[src/rtl/sess_pkg.sv]
// Shared types for the session privilege tracker.
package sess_pkg;
    typedef enum logic [1:0] {
        MODE_STD  = 2'd0,
        MODE_AUTH = 2'd1,
        MODE_ENC  = 2'd2
    } mode_e;
endpackage

[src/rtl/sess_trial_bank.sv]
// Bank of saturating attempt counters, one per password set or key set.
// Decides whether a pass pulse is accepted: an entry whose counter has reached
// LIMIT refuses every pass. Assumes at most one attempt per cycle.
module sess_trial_bank #(
    parameter int NSET  = 8,
    parameter int LIMIT = 4,
    localparam int IW   = (NSET > 1) ? $clog2(NSET) : 1,
    localparam int CW   = $clog2(LIMIT + 1)
) (
    input  logic          clk,
    input  logic          rst_n,
    input  logic          try_v,
    input  logic          try_ok,
    input  logic [IW-1:0] try_idx,
    output logic          accept
);
    localparam logic [CW-1:0] LIM = CW'(LIMIT);

    logic [CW-1:0] cnt [NSET];

    // Accept a pass only while the addressed counter is below the limit.
    always_comb accept = try_v && try_ok && (cnt[try_idx] < LIM);

    generate
        for (genvar i = 0; i < NSET; i++) begin : g_ctr
            // Per-entry counter: clear on accepted pass, otherwise count up to LIMIT.
            always_ff @(posedge clk) begin
                if (!rst_n) begin
                    cnt[i] <= '0;
                end else if (try_v && (try_idx == IW'(i))) begin
                    if (accept)
                        cnt[i] <= '0;
                    else if (cnt[i] != LIM)
                        cnt[i] <= cnt[i] + 1'b1;
                end
            end

            AST_CNT_LIMIT: assert property (@(posedge clk) disable iff (!rst_n)
                cnt[i] <= LIM);
            AST_LOCK_STAYS: assert property (@(posedge clk) disable iff (!rst_n)
                (cnt[i] == LIM) |=> (cnt[i] == LIM));
        end
    endgenerate
endmodule

[src/rtl/sess_pw_track.sv]
// Holds the single active password set and its read/write kind.
// Assumes acceptance is decided by the trial bank.
module sess_pw_track #(
    parameter int NPWSET = 8,
    localparam int SW    = $clog2(NPWSET)
) (
    input  logic          clk,
    input  logic          rst_n,
    input  logic          card_rst,
    input  logic          try_v,
    input  logic          accept,
    input  logic [SW-1:0] try_set,
    input  logic          try_wr,
    output logic          pw_valid,
    output logic [SW-1:0] pw_idx,
    output logic          pw_is_wr
);
    // Active password register: replaced on accept, dropped on any other attempt.
    always_ff @(posedge clk) begin
        if (!rst_n || card_rst) begin
            pw_valid <= 1'b0;
            pw_idx   <= '0;
            pw_is_wr <= 1'b0;
        end else if (try_v) begin
            pw_valid <= accept;
            pw_idx   <= try_set;
            pw_is_wr <= try_wr;
        end
    end

    AST_PW_FAIL_DROPS: assert property (@(posedge clk) disable iff (!rst_n)
        (try_v && !accept) |=> !pw_valid);
    AST_CARD_RST_PW: assert property (@(posedge clk) disable iff (!rst_n)
        card_rst |=> !pw_valid);
endmodule

[src/rtl/sess_auth_track.sv]
// Holds the authentication result and the encryption state; derives the mode.
// Event priority: card reset, authentication attempt, MAC mismatch, encryption.
module sess_auth_track
    import sess_pkg::*;
#(
    parameter int NKEY = 4,
    localparam int KW  = $clog2(NKEY)
) (
    input  logic          clk,
    input  logic          rst_n,
    input  logic          card_rst,
    input  logic          au_try,
    input  logic          au_accept,
    input  logic [KW-1:0] au_key,
    input  logic          enc_go,
    input  logic          mac_bad,
    output logic          auth_valid,
    output logic [KW-1:0] auth_key,
    output mode_e         mode_o
);
    logic enc_on;

    // Session security state update by event priority.
    always_ff @(posedge clk) begin
        if (!rst_n || card_rst) begin
            auth_valid <= 1'b0;
            auth_key   <= '0;
            enc_on     <= 1'b0;
        end else if (au_try) begin
            auth_valid <= au_accept;
            auth_key   <= au_key;
            enc_on     <= 1'b0;
        end else if (mac_bad) begin
            auth_valid <= 1'b0;
            enc_on     <= 1'b0;
        end else if (enc_go && auth_valid) begin
            enc_on     <= 1'b1;
        end
    end

    // Mode decode from the registered flags.
    always_comb begin
        if (enc_on)          mode_o = MODE_ENC;
        else if (auth_valid) mode_o = MODE_AUTH;
        else                 mode_o = MODE_STD;
    end

    AST_ENC_NEEDS_AUTH: assert property (@(posedge clk) disable iff (!rst_n)
        (mode_o == MODE_ENC) |-> auth_valid);
    AST_STD_ENC_IGNORED: assert property (@(posedge clk) disable iff (!rst_n)
        ((mode_o == MODE_STD) && enc_go && !au_try) |=> (mode_o != MODE_ENC));
    AST_MAC_REVOKE: assert property (@(posedge clk) disable iff (!rst_n)
        (mac_bad && !au_try && !card_rst) |=> (mode_o == MODE_STD));
    AST_AUTH_FAIL_STD: assert property (@(posedge clk) disable iff (!rst_n)
        (au_try && !au_accept) |=> (mode_o == MODE_STD));
endmodule

[src/rtl/sess_zone_grant.sv]
// Per-zone grant logic: combines zone rules (parameters) with session state.
// Purely combinational; assumes its inputs are registered upstream.
module sess_zone_grant
    import sess_pkg::*;
#(
    parameter int NZONE  = 4,
    parameter int NPWSET = 8,
    parameter int NKEY   = 4,
    parameter logic [NZONE-1:0]                    ZONE_RD_PW   = '0,
    parameter logic [NZONE-1:0]                    ZONE_WR_PW   = '0,
    parameter logic [NZONE*$clog2(NPWSET)-1:0]     ZONE_PW_SET  = '0,
    parameter logic [NZONE-1:0]                    ZONE_AUTH    = '0,
    parameter logic [NZONE*$clog2(NKEY)-1:0]       ZONE_AUTH_KEY = '0,
    parameter logic [NZONE-1:0]                    ZONE_ENC     = '0,
    parameter logic [NZONE*$clog2(NKEY)-1:0]       ZONE_ENC_KEY = '0,
    localparam int SW = $clog2(NPWSET),
    localparam int KW = $clog2(NKEY)
) (
    input  logic             clk,
    input  logic             rst_n,
    input  logic             pw_valid,
    input  logic [SW-1:0]    pw_idx,
    input  logic             pw_is_wr,
    input  logic             auth_valid,
    input  logic [KW-1:0]    auth_key,
    input  mode_e            mode_i,
    output logic [NZONE-1:0] rd_grant,
    output logic [NZONE-1:0] wr_grant
);
    generate
        for (genvar z = 0; z < NZONE; z++) begin : g_zone
            logic set_hit, pw_rd, pw_wr, sec_ok;

            // Password, authentication and encryption conditions for this zone.
            always_comb begin
                set_hit = pw_valid && (pw_idx == ZONE_PW_SET[z*SW +: SW]);
                pw_rd   = !ZONE_RD_PW[z] || set_hit;
                pw_wr   = !ZONE_WR_PW[z] || (set_hit && pw_is_wr);
                sec_ok  = (!ZONE_AUTH[z] ||
                           (auth_valid && auth_key == ZONE_AUTH_KEY[z*KW +: KW])) &&
                          (!ZONE_ENC[z] ||
                           (mode_i == MODE_ENC && auth_key == ZONE_ENC_KEY[z*KW +: KW]));
                rd_grant[z] = pw_rd && sec_ok;
                wr_grant[z] = pw_wr && sec_ok;
            end

            if (ZONE_ENC[z]) begin : g_enc_chk
                AST_ENC_ZONE_MODE: assert property (@(posedge clk) disable iff (!rst_n)
                    (rd_grant[z] || wr_grant[z]) |-> (mode_i == MODE_ENC));
            end
            if (ZONE_AUTH[z]) begin : g_auth_chk
                AST_AUTH_ZONE: assert property (@(posedge clk) disable iff (!rst_n)
                    rd_grant[z] |-> auth_valid);
            end
        end
    endgenerate
endmodule

[src/rtl/sess_priv_tracker.sv]
// Top level: session privilege tracker for a multi-zone secure memory.
// Inputs are one-cycle result pulses from the crypto and comparison logic;
// outputs are per-zone grants and the mode, all decoded from registered state.
module sess_priv_tracker
    import sess_pkg::*;
#(
    parameter int NZONE    = 4,
    parameter int NPWSET   = 8,
    parameter int NKEY     = 4,
    parameter int PW_LIMIT = 4,
    parameter int AU_LIMIT = 4,
    parameter logic [NZONE-1:0]                ZONE_RD_PW    = 4'b0100,
    parameter logic [NZONE-1:0]                ZONE_WR_PW    = 4'b0110,
    parameter logic [NZONE*$clog2(NPWSET)-1:0] ZONE_PW_SET   = 12'h0C8,
    parameter logic [NZONE-1:0]                ZONE_AUTH     = 4'b1100,
    parameter logic [NZONE*$clog2(NKEY)-1:0]   ZONE_AUTH_KEY = 8'h60,
    parameter logic [NZONE-1:0]                ZONE_ENC      = 4'b1000,
    parameter logic [NZONE*$clog2(NKEY)-1:0]   ZONE_ENC_KEY  = 8'h40,
    localparam int SW = $clog2(NPWSET),
    localparam int KW = $clog2(NKEY)
) (
    input  logic             clk,
    input  logic             rst_n,
    input  logic             card_rst,
    input  logic             pw_ok,
    input  logic             pw_fail,
    input  logic [SW-1:0]    pw_set,
    input  logic             pw_wr,
    input  logic             au_ok,
    input  logic             au_fail,
    input  logic [KW-1:0]    au_key,
    input  logic             enc_go,
    input  logic             mac_bad,
    output logic [1:0]       mode,
    output logic [NZONE-1:0] rd_grant,
    output logic [NZONE-1:0] wr_grant
);
    logic          pw_try, pw_pass, pw_accept;
    logic          au_try, au_pass, au_accept;
    logic          pw_valid, pw_is_wr, auth_valid;
    logic [SW-1:0] pw_idx;
    logic [KW-1:0] auth_key;
    mode_e         mode_w;

    // Attempt decode; a card reset cancels any attempt in the same cycle.
    always_comb begin
        pw_try  = (pw_ok || pw_fail) && !card_rst;
        pw_pass = pw_ok && !pw_fail;
        au_try  = (au_ok || au_fail) && !card_rst;
        au_pass = au_ok && !au_fail;
    end

    sess_trial_bank #(.NSET(NPWSET), .LIMIT(PW_LIMIT)) u_pw_trials (
        .clk(clk), .rst_n(rst_n), .try_v(pw_try), .try_ok(pw_pass),
        .try_idx(pw_set), .accept(pw_accept)
    );

    sess_trial_bank #(.NSET(NKEY), .LIMIT(AU_LIMIT)) u_au_trials (
        .clk(clk), .rst_n(rst_n), .try_v(au_try), .try_ok(au_pass),
        .try_idx(au_key), .accept(au_accept)
    );

    sess_pw_track #(.NPWSET(NPWSET)) u_pw (
        .clk(clk), .rst_n(rst_n), .card_rst(card_rst), .try_v(pw_try),
        .accept(pw_accept), .try_set(pw_set), .try_wr(pw_wr),
        .pw_valid(pw_valid), .pw_idx(pw_idx), .pw_is_wr(pw_is_wr)
    );

    sess_auth_track #(.NKEY(NKEY)) u_auth (
        .clk(clk), .rst_n(rst_n), .card_rst(card_rst), .au_try(au_try),
        .au_accept(au_accept), .au_key(au_key), .enc_go(enc_go),
        .mac_bad(mac_bad), .auth_valid(auth_valid), .auth_key(auth_key),
        .mode_o(mode_w)
    );

    sess_zone_grant #(
        .NZONE(NZONE), .NPWSET(NPWSET), .NKEY(NKEY),
        .ZONE_RD_PW(ZONE_RD_PW), .ZONE_WR_PW(ZONE_WR_PW),
        .ZONE_PW_SET(ZONE_PW_SET), .ZONE_AUTH(ZONE_AUTH),
        .ZONE_AUTH_KEY(ZONE_AUTH_KEY), .ZONE_ENC(ZONE_ENC),
        .ZONE_ENC_KEY(ZONE_ENC_KEY)
    ) u_grant (
        .clk(clk), .rst_n(rst_n), .pw_valid(pw_valid), .pw_idx(pw_idx),
        .pw_is_wr(pw_is_wr), .auth_valid(auth_valid), .auth_key(auth_key),
        .mode_i(mode_w), .rd_grant(rd_grant), .wr_grant(wr_grant)
    );

    // Mode output as a plain vector.
    always_comb mode = mode_w;

    AST_RESET_STD: assert property (@(posedge clk)
        !rst_n |=> (mode == 2'd0));
    AST_CARD_RST_STD: assert property (@(posedge clk) disable iff (!rst_n)
        card_rst |=> (mode == 2'd0));
    AST_AUTH_PASS: assert property (@(posedge clk) disable iff (!rst_n)
        (au_try && au_accept) |=> (mode == 2'd1));
endmodule

[config.mk]
export PLATFORM = sky130hd
export DESIGN_NAME = sess_priv_tracker
export DESIGN_NICKNAME = d
export VERILOG_FILES = /design/src/rtl/sess_pkg.sv /design/src/rtl/sess_trial_bank.sv /design/src/rtl/sess_pw_track.sv /design/src/rtl/sess_auth_track.sv /design/src/rtl/sess_zone_grant.sv /design/src/rtl/sess_priv_tracker.sv
export SDC_FILE = /design/constraint.sdc
export NUM_CORES = 1
export LEC_CHECK = 0
export BUFFER_PORTS_ARGS = -buffer_cell sky130_fd_sc_hd__clkbuf_2
export CAP_MARGIN = 10
export CORE_MARGIN = 2
export CORE_UTILIZATION = 60
export DETAILED_ROUTE_END_ITERATION = 10
export HOLD_SLACK_MARGIN = 0.08
export PLACE_DENSITY = 0.8
export SYNTH_ARGS = -nofsm -noshare
export SYNTH_HDL_FRONTEND = slang
export SYNTH_SLANG_ARGS = --single-unit
[constraint.sdc]
create_clock -name clk -period 5.2 [get_ports clk]
set_input_delay 0 -clock clk [delete_from_list [all_inputs] [get_ports clk]]
set_output_delay 0 -clock clk [all_outputs]
set_load 0.01 [all_outputs]
== Word-level counts from Yosys, hierarchy flattened ==
Memory sizes are Yosys's and may differ from the RTL's.
Cells that the tools add are included.

* Multiplexer cells: 127
* Equality and inequality tests: 27
* $add $sub $neg: 12
* Reduce and logical (&&, ||, !) cells: 42
* Bitwise logic cells: 24
* Magnitude comparators: 2

{| class="wikitable"
|+ Operators with widths
! cell !! number
|-
| $mux W1 || 102
|-
| $mux W3 || 24
|-
| $add A3 B1 Y3 const B || 12
|-
| $ne A3 B3 Y1 const B || 12
|-
| $logic_and A1 B1 Y1 || 31
|-
| $or A1 B1 Y1 || 24
|-
| $eq A3 B3 Y1 const B || 4
|-
| $eq A3 B2 Y1 const B || 3
|-
| $eq A2 B2 Y1 const B || 4
|-
| $eq A3 B1 Y1 const B || 2
|-
| $lt A3 B3 Y1 const B || 2
|-
| $eq A2 B1 Y1 const B || 2
|-
| $logic_not A1 Y1 || 4
|-
| $logic_not A3 Y1 || 1
|-
| $logic_or A1 B1 Y1 || 3
|-
| $reduce_or A3 Y1 || 1
|-
| $logic_not A2 Y1 || 1
|-
| $mux W2 || 1
|-
| $reduce_bool A2 Y1 || 1
|}

* Bits in registers: 9
* Output and inout port bits: 10
* Memories kept: 2
* Word-level logic and storage cells: 242
* Input bits: 15
* Memory bits (writable): 36

{| class="wikitable"
|+ Memory list
! name !! words !! bits a word !! read ports !! clocked after Yosys merged registers in !! write ports !! RTL line !! RTL
|-
| u_pw_trials.cnt || 8 || 3 || 9 || 0 || 8 || sess_trial_bank.sv:19 || <nowiki>logic [CW-1:0] cnt [NSET];</nowiki>
|-
| u_au_trials.cnt || 4 || 3 || 5 || 0 || 4 || sess_trial_bank.sv:19 ||
|}

== Logic depth before layout (Yosys ltp) ==
* Depth after elaboration: 10
* Mapped depth: 6
* Gate-level depth less buffers: 5

== Modules after synthesis ==
From an unflattened synthesis, not the netlist that was laid out.

* Cells, all modules: 285
* Area total of the unflattened synthesis: 2876.5 um^2

{| class="wikitable"
|+ By module, submodules not included
! module !! area an instance (um^2) !! instances !! seq. area each (um^2) !! cells an instance
|-
| sess_trial_bank at u_pw_trials || 1629.1 || 1 || 720.7 || 159
|-
| sess_trial_bank at u_au_trials || 764.5 || 1 || 360.3 || 74
|-
| sess_pw_track || 186.4 || 1 || 100.1 || 17
|-
| sess_auth_track || 156.4 || 1 || 80.1 || 16
|-
| sess_zone_grant || 105.1 || 1 || 0.0 || 15
|-
| sess_priv_tracker || 35.0 || 1 || 0.0 || 4
|}

== Worst setup path after synthesis ==
No wires, ideal clock.

* Path kind: reg2reg
* Start point: memory u_pw_trials.cnt[3][2] in the netlist's numbering
* End point: memory u_pw_trials.cnt[1][0] in the netlist's numbering (enable)
* Cell stages (with the launch flop): 5
* Setup slack: 3.167 ns
* Arrival time: 1.679 ns
* Library setup time: 0.354 ns
* Data required time: 4.846 ns
* Clock period less this slack: 2.033 ns
* Path buffers: 0
* Cells stage by stage: edfxtp_1 > mux4_2 > o21a_1 > and3_1 > a211oi_1

{| class="wikitable"
|+ RTL lines
! item !! RTL line
|-
| start: declaration || sess_trial_bank.sv:19
|}

==> impl_metrics.ini <==
[status]
status = finished, final reports clean

[global_routing]
grt_pass1_wl_um = 8800
grt_pass1_vias = 1985
antenna_found_initial = 0
grt_usage = 0.215
grt.overflow.total = 0
grt_start_max_net_pins = 19

[clock_tree]
cts_root_buffer = clkbuf_8
h-tree-depth = 2
cts_resized = 0
clockBufferDepth = 2
cts_setup_buffers = 0
cts.sinks = 45
clk_latency_ns = 0.30
clkTransAtPathRegs_ns = 0.09
cts_buffers = 5
cts_tree = built

[sta]
min_period_ns = 2.20
final_max_slew_viol_count = 0
setup_tns_ns = 0
finalClockSkew_ns = 0.0102
hold_viol = 0
final.period_utilization = 0.423
fmax_mhz = 455
rsz0062_at_grt = no
worst_pin_slew_ns = 0.711
slew_headroom = 0.523
setup_viol = 0

[logic_synthesis]
synth_edf_count = 36
synthSimpleGateAreaFrac = 0.198
synth_warnings = 0
seq_area_frac_synth = 0.442
muxShareOfSynthArea = 0.0438
synth_top_family_by_area = simple AND/OR/NAND/NOR gates
synth_area_um2 = 2850
synthCells = 286
synth_compound_area_frac = 0.125
synthAdderAreaFrac = 0.105
ys_ff_latch = 45
synthArstFlopShare = 0
ys_types = 51
synthFlopType = edfxtp_1
synth.avg_cell_area_um2 = 9.98
synth_xor_area_frac = 0.00307

[floorplan]
io_pins = 25
die_w_um = 73.0
die_h_um = 73.0
dieArea_um2 = 5320
num_rows = 25
initial_core_util = 0.612
fp.coreArea_um2 = 4660

[power]
combPwrFrac = 0.137
swShare = 0.259
clkPwrFrac = 0.302
intPower_w = 0.000555
p_seq_frac = 0.562
pwr_density_cell_nw_per_um2 = 241
switching_power_w = 0.000194
power_w = 0.000749
leakage_nw = 1.26
peakVddDrop_v = 0.000156

[cells_and_area]
drive_above_1_share = 0.117
finalInstanceArea_um2 = 3100
diodes = 0
final_util = 0.666
area.growth.synth_to_final_pct = 8.72
final_nets = 347

[route]
drc_errors = 0
first_iter_violations = 137
vias_per_cell = 6.01
drtAntennaViolNets = 0
routed-via-count = 2183
avgRoutedWirePerCell_um = 14.8
firstDrtPassIters = 4
wl_um = 5380

[worst_setup_path]
r2r_start = u_pw_trials.cnt[3][2]
cp_max_fo = 6
crit_type = register to register
crit_path_end_kind = register
cp_data_arrival_time_ns = 2.15
r2r_cells = 4
worst_ep_required_time_ns = 5.15
regToRegEndpoint = u_pw_trials.cnt[1][0]
crit_path_start_kind = register
r2r_slack_ns = 3.00

[place]
hpwl_um = 3900
gp_congestion = 0.784
port_buffers = 21
place_area_um2 = 2940

[hold_path]
worstHoldPathType = primary input to register
min-delay-start = card_rst
holdPathEnd = u_pw.pw_valid
whs_path_depth = 3

[run]
drv_cap = 0
[stage by stage]
step	hold slack [ns]	std cells	setup slack, ns
after detailed placement	0.194	347	3.01
after floorplan	0.0767	288	3.17
final	0.0924	363	3.00
after global routing	0.102	363	2.90
after CTS	0.0842	362	2.99
after global placement	0.189	347	3.06
[flip-flops by register name, indices dropped and copies added, names as in the netlist]
name	cells
u_pw.pw_valid	1
u_au_trials.cnt	12
u_pw.pw_idx	3
u_auth.auth_valid	1
u_pw.pw_is_wr	1
u_auth.enc_on	1
u_pw_trials.cnt	24
u_auth.auth_key	2
[placed cells by master, fill, tap and decap left out, drive strengths merged, types with 3 or more instances in the layout]
cell type	Yosys	final
inv	36	36
edfxtp	36	36
clkbuf	3	29
ha	24	24
nand2	22	22
nor3	20	20
a21oi	18	18
nor2	14	14
dfxtp	9	9
mux2i	8	8
dlygate4sd3	0	7
a2111oi	7	7
o21ai	7	7
and3	6	6
nor4	5	5
o21a	4	4
a32oi	4	4
nor2b	4	4
nand2b	4	4
a211oi	4	4
and4	4	4
nand3	3	3
nor3b	3	3
nor4b	3	3
conb	1	3
or3	3	3
[power by group through the flow]
stage | clock network (W) | logic [W] | registers (W)
2_1_floorplan | 0 | 0.0000738 | 0.000425
3_3_place_gp | 0 | 0.0000943 | 0.000428
3_5_place_dp | 0 | 0.0000975 | 0.000429
4_1_cts | 0.000229 | 0.000101 | 0.000421
5_1_grt | 0.000240 | 0.000116 | 0.000423
6_report | 0.000226 | 0.000102 | 0.000421
[synth_stat cells (2+ instances only)]
library cell / number / share of area
edfxtp_1: 36 / 0.38
inv_1: 36 / 0.047
ha_1: 24 / 0.11
nand2_1: 22 / 0.029
nor3_1: 19 / 0.033
a21oi_1: 18 / 0.032
nor2_1: 14 / 0.018
dfxtp_1: 9 / 0.063
mux2i_1: 8 / 0.028
buf_4: 7 / 0.018
a2111oi_0: 6 / 0.018
and3_1: 6 / 0.013
o21ai_0: 5 / 0.0088
a211oi_1: 4 / 0.011
a32oi_1: 4 / 0.012
and4_1: 4 / 0.012
buf_2: 4 / 0.0070
nand2b_1: 4 / 0.0088
nor2b_1: 4 / 0.0088
nor4_1: 4 / 0.0088
o21a_1: 4 / 0.011
clkbuf_1: 3 / 0.0039
nand3_1: 3 / 0.0053
nor3b_1: 3 / 0.0079
nor4b_1: 3 / 0.0092
and2_1: 2 / 0.0044
mux4_2: 2 / 0.016
nand3b_1: 2 / 0.0053
o21ai_1: 2 / 0.0035
or3_1: 2 / 0.0044
or3b_2: 2 / 0.0061
[final cells by class]
cell class                 instances  area [µm²]
sequential                        45        1260
tap                               54        67.6
inverter                          36         135
timing repair buffer              29         183
clock buffer                       8        90.1
multi-input combinational        191        1370
fill                             398        1560
[critical path, cell delays in order (launching register included)]
cell and delay [ns]:
edfxtp_1 0.48, mux4_2 0.51, o21a_1 0.24, and3_1 0.20
a211oi_1 0.43
[worst max path at each step]
stage	cells after the start	slack (ns)	start	to
after floorplan	4	3.17	u_pw_trials.cnt[3][2]	u_pw_trials.cnt[1][0]
after global placement	4	3.06	u_pw_trials.cnt[3][2]	u_pw_trials.cnt[3][1]
after detailed placement	4	3.01	u_pw_trials.cnt[3][2]	u_pw_trials.cnt[1][0]
after CTS	4	2.99	u_pw_trials.cnt[3][2]	u_pw_trials.cnt[1][0]
after global routing	4	2.90	u_pw_trials.cnt[3][2]	u_pw_trials.cnt[3][1]
final	4	3.00	u_pw_trials.cnt[3][2]	u_pw_trials.cnt[1][0]
[cell families (layout without fill, tap and decap cells)]
family                   after synthesis  count (layout)
XOR/XNOR                               1               1
AO/OA/AOI/OAI                         52              52
adder cells (fa/ha/maj)               24              24
other                                  1               3
AND/OR/NAND/NOR                      101             101
multiplexers                          10              10
flip-flops                            45              45
buffers and inverters                 52              73
[routing by layer]
metal	track usage	vias to the layer above	part of all wire	routed length, µm
met2	0.343	46	0.47	2540
met1	0.296	1040	0.48	2580
li1	-	1084	-	-
met5	0	-	0	0
met3	0.0290	13	0.026	142
met4	0.0885	0	0.022	120
[repair_timing]
action | 4_1_cts | 5_1_grt
hold buffers | 7 | 0
hold endpoints to repair | 5 | 0
endpoints found under the setup margin | 0 | 0
Note: power is estimated with default switching activity, not from simulation.
